**src/rtl/ide_cfg_regfile.sv**
```systemverilog
module ide_cfg_regfile #(
  parameter logic [1:0] REV      = 2'd2,
  parameter logic [1:0] DEV_ID   = 2'd1,
  parameter logic       ALT_BASE = 1'b1
) (
  input  logic       clk,
  input  logic       rst_n,
  input  logic       wr_en,
  input  logic       rd_en,
  input  logic [2:0] io_off,
  input  logic [7:0] wdata,
  output logic [7:0] rdata,
  input  logic       irq_pri,
  input  logic       irq_sec,
  output logic       sec_en,
  output logic [3:0] ra_off,
  output logic [7:0] cmd_tim,
  output logic [7:0] addr_tim0,
  output logic [7:0] rw_tim0,
  output logic [7:0] addr_tim1,
  output logic [7:0] rw_tim1,
  output logic [7:0] addr_tim23,
  output logic [7:0] rw_tim23,
  output logic [7:0] burst_sel
);

  localparam logic [2:0] SEL_OFF = 3'd0;
  localparam logic [2:0] WIN_OFF = 3'd4;

  logic [7:0] idx_q;
  logic [1:0] cfg_hi_q;
  logic [7:0] ctrl_q, cmdt_q, at0_q, rw0_q, at1_q, rw1_q, at23_q, rw23_q, burst_q, scratch_q;
  logic       irqp_q, irqs_q;

  wire sel_wr = wr_en && (io_off == SEL_OFF);
  wire win_wr = wr_en && (io_off == WIN_OFF);

  always_ff @(posedge clk or negedge rst_n) begin
    if (!rst_n) begin
      idx_q     <= 8'h00;
      cfg_hi_q  <= 2'b00;
      ctrl_q    <= 8'hC0;
      cmdt_q    <= 8'h00;
      at0_q     <= 8'h00;
      rw0_q     <= 8'h00;
      at1_q     <= 8'h00;
      rw1_q     <= 8'h00;
      at23_q    <= 8'h0C;
      rw23_q    <= 8'h00;
      burst_q   <= 8'h40;
      scratch_q <= 8'h00;
      irqp_q    <= 1'b0;
      irqs_q    <= 1'b0;
    end else begin
      irqp_q <= irq_pri;
      irqs_q <= irq_sec;
      if (sel_wr) idx_q <= wdata;
      if (win_wr) begin
        case (idx_q)
          8'h50: cfg_hi_q  <= wdata[7:6];
          8'h51: ctrl_q    <= wdata;
          8'h52: cmdt_q    <= wdata;
          8'h53: at0_q     <= wdata;
          8'h54: rw0_q     <= wdata;
          8'h55: at1_q     <= wdata;
          8'h56: rw1_q     <= wdata;
          8'h57: at23_q    <= {wdata[7:5], 1'b0, wdata[3:0]};
          8'h58: rw23_q    <= wdata;
          8'h59: burst_q   <= wdata;
          8'h5B: scratch_q <= wdata;
          default: ;
        endcase
      end
    end
  end

  logic [7:0] win_val;
  always_comb begin
    case (idx_q)
      8'h50:   win_val = {cfg_hi_q, ALT_BASE, DEV_ID, irqp_q, REV};
      8'h51:   win_val = ctrl_q;
      8'h52:   win_val = cmdt_q;
      8'h53:   win_val = at0_q;
      8'h54:   win_val = rw0_q;
      8'h55:   win_val = at1_q;
      8'h56:   win_val = rw1_q;
      8'h57:   win_val = {at23_q[7:5], irqs_q, at23_q[3:0]};
      8'h58:   win_val = rw23_q;
      8'h59:   win_val = burst_q;
      8'h5B:   win_val = scratch_q;
      default: win_val = 8'h00;
    endcase
  end

  assign rdata = !rd_en              ? 8'h00 :
                 (io_off == SEL_OFF) ? idx_q :
                 (io_off == WIN_OFF) ? win_val : 8'h00;

  assign sec_en     = ctrl_q[3];
  assign ra_off     = {at23_q[3], at23_q[2], ctrl_q[7], ctrl_q[6]};
  assign cmd_tim    = cmdt_q;
  assign addr_tim0  = at0_q;
  assign rw_tim0    = rw0_q;
  assign addr_tim1  = at1_q;
  assign rw_tim1    = rw1_q;
  assign addr_tim23 = at23_q;
  assign rw_tim23   = rw23_q;
  assign burst_sel  = burst_q;

endmodule

```
**config.mk**
```make
export PLATFORM = sky130hd
export DESIGN_NAME = ide_cfg_regfile
export DESIGN_NICKNAME = d
export VERILOG_FILES = /design/src/rtl/ide_cfg_regfile.sv
export SDC_FILE = /design/constraint.sdc
export NUM_CORES = 1
export LEC_CHECK = 0
export BUFFER_PORTS_ARGS = -buffer_cell sky130_fd_sc_hd__buf_4
export CAP_MARGIN = 0
export CORE_MARGIN = 2
export CORE_UTILIZATION = 35
export DETAILED_ROUTE_END_ITERATION = 6
export PLACE_DENSITY = 0.57
export SLEW_MARGIN = 20
export SYNTH_ARGS = -nofsm -noshare
export SYNTH_HDL_FRONTEND = slang
export SYNTH_SLANG_ARGS = --single-unit
```
**constraint.sdc**
```tcl
create_clock -name clk -period 1.6 [get_ports clk]
set_input_delay 0.08 -clock clk [delete_from_list [all_inputs] [get_ports clk]]
set_output_delay 0.08 -clock clk [all_outputs]
set_load 0.03 [all_outputs]
```
==> flow_summary.ini, run 1 <==
[run_status]
status = complete, but fails checks
violations = setup timing

[pwr]
power.switching_uw = 1840
intPower_uw = 4390
comb_power_share_pct = 27.2
p_per_area_nw_per_um2 = 853
sequentialPowerShare_pct = 40.0
power.clock.fraction_pct = 32.8
sw_frac_of_total_pct = 29.6
peakVddDrop_mv = 0.700
p_total_uw = 6230
p_leak_uw = 0.00362

[synth]
synth_area_leaders = dfrtp_1 46%, mux2_2 20%, mux2_1 4.1%
synth_top_cell_area_share_pct = 46.2
syn_nets = 394
synth-async-reset-ratio_pct = 100
netlist_area_um2 = 4660
synth_edf_count = 0
synth.avg_cell_area_um2 = 12.4
ys.flop_type = dfrtp_1
yosys_register_bits = 91
ys_types = 61
ys_seq_area_share_pct = 49.0
yosys.area.top_type = dfrtp_1
synthesis.instances = 377
yosys_warnings = 0

[global_routing]
grt_overflow_total = 0
grt_pass1_wl_mm = 23.4
grt_usage_pct = 22.0
grt_max_degree = 34
grt_pass1_vias = 4008
antenna_found_initial = 0

[place]
place_area_um2 = 6370
port_buffers = 92
dp_hpwl_mm = 11.0
gp_congestion = 0.853
place_ws_ns = -0.413
numPlacedInstances = 713

[cts]
clk_pin_slew_ns = 0.07
cts_tree = built
numCtsBuffers = 9
clock_sinks = 91
htreeDepth = 3
worst_skew_pair.late_latency_ns = 0.35
cts-root-buf = clkbuf_16
clockBufferDepth = 2

[sta]
hold_violations = 0
fin_ws_ns = -0.701
setup_viol = 86
finClkSkew_ns = 0.0104
slew_viol_final = 0
fmax_mhz = 435
rsz0062_at_grt = yes
finalCriticalPeriod_ns = 2.30
period_share_pct = 144

[routing]
wl_per_cell_um = 20.7
vias = 3898
firstDrtPassIters = 4
vias_per_cell = 5.26
drc = 0
drtIter0Drc = 241
postRouteWirelength_mm = 15.3
drtAntennaViolNets = 0

[floorplanning]
die_y_um = 119
start_util_pct = 35.4
core.rowCount = 42
core_um2 = 13100
pin_count = 94
fp.dieArea_um2 = 14200
dieWidth_um = 119

[worst_setup_path]
crit_required_ns = 1.52
crit_fanout = 6
path_class = flip-flop to primary output
start_kind = flip-flop
timing.critical_path.mode_cell = buf_6
cp-end-kind = primary output
crit_chain = buf_6 > nand2b_4 > mux4_2 > o311a_1 > a311oi_4 > buf_6
cpPeakStageDelay_ns = 0.44
cpMaxStageDelayCell = mux4_2
arrival_ns = 2.22

[layout]
final_area_um2 = 7300
antenna_cells = 0
finalNonFillerCells = 741
syn2layout_area_growth_pct = 56.8
nets = 577
layout-drive-gt1-share_pct = 67.8

[worst_hold_path]
hold_class = primary input to flip-flop

[job]
drv_cap = 0
## worst max-delay path: cells and delay by family, from the launching register on
family / cells / cell delay, ns
AO/OA/AOI/OAI: 2 / 0.57
multiplexers: 1 / 0.44
flip-flops: 1 / 0.41
buffers and inverters: 2 / 0.31
AND/OR/NAND/NOR: 1 / 0.12
## area by class of cell
class	instances	area [µm²]
Multi-Input combinational cell	250	2710
Tap cell	176	220
Clock inverter	3	25.0
Fill cell	1136	5840
Sequential cell	91	2290
Timing Repair Buffer	206	1790
Inverter	2	7.51
Clock buffer	13	260
## cell families after synthesis
kind of cell	count (synthesis)	share of synthesized area [%]
other cells	1	0.0805
simple gates	90	11.5
compound gates	53	9.24
flops	91	49.0
buf+inv	36	4.14
mux	106	26.0
## cell usage after synthesis (all sizes together), types with 2 or more instances
| cell | count |
|---|---|
| nor2 | 10 |
| and3 | 2 |
| o221a | 3 |
| mux2 | 100 |
| or2 | 3 |
| a22oi | 6 |
| a221oi | 2 |
| o221ai | 4 |
| dfrtp | 86 |
| a32o | 3 |
| nor2b | 6 |
| nand4 | 6 |
| o311a | 2 |
| nor4 | 2 |
| inv | 2 |
| a31oi | 2 |
| nand2 | 28 |
| mux2i | 4 |
| buf | 23 |
| and2 | 8 |
| a22o | 2 |
| dfstp | 5 |
| clkbuf | 11 |
| and3b | 4 |
| o211ai | 6 |
| a21boi | 3 |
| mux4 | 2 |
| nand2b | 7 |
| and4bb | 2 |
| nor3b | 3 |
| a311oi | 4 |
| a32oi | 5 |
| nor3 | 2 |
| o21ai | 5 |
## routing by layer
metal	vias up	GRT usage (%)	share of wire (%)
li1	1778	-	-
met1	1986	29.4	45
met2	109	35.8	48
met3	25	3.78	4.1
met4	0	8.31	2.7
met5	-	0	0
## path summary, 6_finish.rpt
path	from	endpoint	slack [ns]	cells after the start
worst max-delay path	idx_q[0]	rdata[3]	-0.70	6
worst min-delay path	wdata[5]	addr_tim0[5]	0.05	2
worst max register to register	idx_q[5]	rw_tim23[3]	-0.32	8
worst min register to register	ctrl_q[5]	ctrl_q[5]	0.50	1
max in group asynchronous	rst_n	ctrl_q[7]	0.76	3
min in group asynchronous	rst_n	rw_tim1[6]	0.21	2
## placed cells by master, fill, tap and decap left out, types with 3 or more instances in the layout
master | synthesis | routed
nand2_8 | 0 | 4
and3b_1 | 4 | 4
buf_4 | 6 | 159
and2_1 | 8 | 5
o221ai_1 | 4 | 4
a22oi_1 | 6 | 5
dlygate4sd3_1 | 0 | 3
buf_6 | 1 | 34
mux2_4 | 0 | 36
nor2_1 | 7 | 4
nand2_4 | 0 | 5
nor2_4 | 2 | 5
o211ai_1 | 6 | 6
clkbuf_16 | 0 | 9
dfrtp_1 | 86 | 84
mux2i_1 | 4 | 4
o221a_2 | 2 | 3
nand4_1 | 6 | 6
nand2b_4 | 0 | 4
mux2_2 | 83 | 64
a311oi_4 | 0 | 4
a32oi_1 | 5 | 4
nand2b_1 | 7 | 3
buf_12 | 0 | 7
o21ai_1 | 0 | 3
dfstp_2 | 5 | 5
buf_8 | 1 | 3
nand2_1 | 27 | 19
## per-stage QoR
step                      hold WS, ns  TNS, ns  utilization, %
after CTS                      0.0341   -18.85            53.8
final                          0.0490   -19.88            55.6
after detailed placement       0.0489   -21.35            48.5
after global placement         0.0437   -21.82            48.5
after global routing           0.0519   -24.29            55.6
after floorplan                -0.216    -1.44               -
## power groups by stage
stage	registers, µW	clock network (µW)	logic, µW
finish	2490	2040	1700
CTS	2480	2100	1550
global route	2500	2190	1790
global placement	2520	0	1370
floorplan	2540	0	671
detailed placement	2520	0	1370
## repair_timing
item,CTS,global route
setup buffers,6,4
setup endpoints to repair,89,89
pin swaps,10,8
gates cloned,0,0
gates resized for setup,87,39
endpoints found under the hold margin,31,0
hold buffers,3,0
## state kept, by name, summed over array words and instances, names as in the netlist
register	count
cmd_tim	8
addr_tim1	8
addr_tim23	7
irqp_q	1
irqs_q	1
idx_q	8
burst_sel	8
addr_tim0	8
scratch_q	8
rw_tim0	8
ctrl_q	8
rw_tim1	8
cfg_hi_q	2
rw_tim23	8
Power figures use the tool's default switching activity.
==> inputs of run 2 (changes only) <==
- ABC_CLOCK_PERIOD_IN_PS: unset -> 1600
- PLACE_DENSITY: 0.57 -> 0.59
- TNS_END_PERCENT: unset -> 10
==> flow_summary.ini, run 2 (same netlist as run 1, synthesis figures left out) <==
[worst_setup_path]
r2r-end = rw_tim1[1]
r2r_slack_ns = -0.39
arrival_ns = 2.23
crit_chain = buf_4 > nand2b_1 > mux4_2 > o311a_1 > a311oi_4 > buf_6
ff2ff_path_depth = 9
start_kind = flip-flop
cpPeakStageDelay_ns = 0.45
cp-end-kind = primary output
path_class = flip-flop to primary output
r2r-start = idx_q[0]
crit_required_ns = 1.52
crit_fanout = 7
cpMaxStageDelayCell = mux4_2

[layout]
final.fill_count = 1180
antenna_cells = 0
syn2layout_area_growth_pct = 51.2
layout-drive-gt1-share_pct = 64.0
mostFrequentLayoutCell = buf_4
fin_util_pct = 53.6
finalNonFillerCells = 737
final_cell_mix = 164 x buf_4, 84 x dfrtp_1, 79 x mux2_2, 29 x buf_6, 20 x nand2_1
nets = 573

[sta]
slew_viol_final = 0
fin_ws_ns = -0.705
finalCriticalPeriod_ns = 2.31
rsz0062_at_grt = yes
finClkSkew_ns = 0.00726
period_share_pct = 144
setup_viol = 89
hold_violations = 0
fmax_mhz = 434

[cts]
htreeDepth = 3
worst_skew_pair.late_latency_ns = 0.35
clockBufferDepth = 2
clock_sinks = 91
cts-root-buf = clkbuf_16
cts_tree = built
numCtsBuffers = 9
clk_pin_slew_ns = 0.06

[pwr]
comb_power_share_pct = 24.9
p_total_uw = 6330
sequentialPowerShare_pct = 39.3
peakVddDrop_mv = 0.481
intPower_uw = 4540
power.clock.fraction_pct = 35.8
power.switching_uw = 1790
p_leak_uw = 0.00351
sw_frac_of_total_pct = 28.2
p_per_area_nw_per_um2 = 899

[routing]
postRouteWirelength_mm = 15.0
vias_per_cell = 5.32
drtIter0Drc = 223
wl_per_cell_um = 20.4
drc = 0
firstDrtPassIters = 4
drtAntennaViolNets = 0
vias = 3921

[place]
place_ws_ns = -0.428
port_buffers = 92
dp_hpwl_mm = 11.0
gp_congestion = 0.945
numPlacedInstances = 707

[global_routing]
antenna_found_initial = 0
grt_overflow_total = 0
met3_usage_pct = 4.69
met2_usage_pct = 34.2
grt_pass1_wl_mm = 23.6
grt_max_degree = 61
grt_usage_pct = 21.8
grtUsageMet1_pct = 29.3
grt_pass1_vias = 4212
grt_busiest_layer = met2

[run_status]
violations = setup timing
status = complete, but fails checks

[floorplanning]
core_um2 = 13100
dieWidth_um = 119
fp.dieArea_um2 = 14200
core.rowCount = 42
pin_count = 94
die_y_um = 119
start_util_pct = 35.4

[worst_hold_path]
min_path_cells = 2
hold_class = primary input to flip-flop
worstHoldEndpoint = addr_tim0[5]
hp-start = wdata[5]

[job]
drv_cap = 0
-- run 2: cell types whose count changed in the layout (fill, tap and decap cells not counted), sizes merged --
cell / before / now
buf: 203 / 199
bufinv: 0 / 2
clkbuf: 13 / 11
-- run 2: what timing repair did --
action / in CTS / in global routing
pin swaps: 15 / 7
hold buffers: 3 / 0
gates cloned: 0 / 0
setup buffers: 6 / 7
resized for setup: 51 / 31
endpoints found under the setup margin: 89 / 89
hold endpoints to repair: 88 / 0
-- run 2: metal layers --
metal	share of wire, %	wire (µm)
met1	44	6540
met2	48	7170
met3	6.3	952
met4	2.4	359
met5	0	0
-- run 2: worst max-delay path by stage --
stage	start	endpoint	slack (ns)	cells after the start
after floorplan	idx_q[0]	rdata[3]	-0.26	5
final	idx_q[0]	rdata[3]	-0.71	6
after CTS	idx_q[0]	rdata[3]	-0.71	6
after global placement	idx_q[0]	rdata[5]	-0.41	7
after detailed placement	idx_q[1]	rdata[5]	-0.43	7
after global routing	idx_q[0]	rdata[3]	-0.77	6
-- run 2: final cells by class --
type                       instances  area (µm²)  share of cell area [%]
timing repair buffer             202        1710                    24.3
sequential                        91        2290                    32.5
tap                              176         220                    3.13
clock inverter                     5        77.6                    1.10
multi-input combinational        250        2510                    35.6
inverter                           2        7.51                   0.107
clock buffer                      11         233                    3.30
-- run 2: worst max-delay path: cells and delay by family (launching register included) --
family                 cells  cell delay, ns
buffers and inverters      2            0.33
AO/OA/AOI/OAI              2            0.59
flip-flops                 1            0.37
multiplexers               1            0.45
AND/OR/NAND/NOR            1            0.13
-- run 2: power by group through the flow --
stage	combinational (µW)	sequential, µW	clock (µW)
floorplan	658	2540	0
CTS	1500	2480	2320
global route	1680	2500	2410
global placement	1300	2510	0
detailed placement	1320	2510	0
finish	1580	2490	2260
-- run 2: per-stage QoR --
| step | hold WS (ns) | area [µm²] | TNS (ns) |
|---|---|---|---|
| floorplan | -0.216 | 4810 | -3.08 |
| global placement | -0.0839 | 6280 | -22.96 |
| detailed placement | -0.0814 | 6280 | -25.83 |
| CTS | 0.0300 | 6870 | -22.72 |
| global route | 0.0553 | 7040 | -28.26 |
| finish | 0.0409 | 7040 | -22.42 |
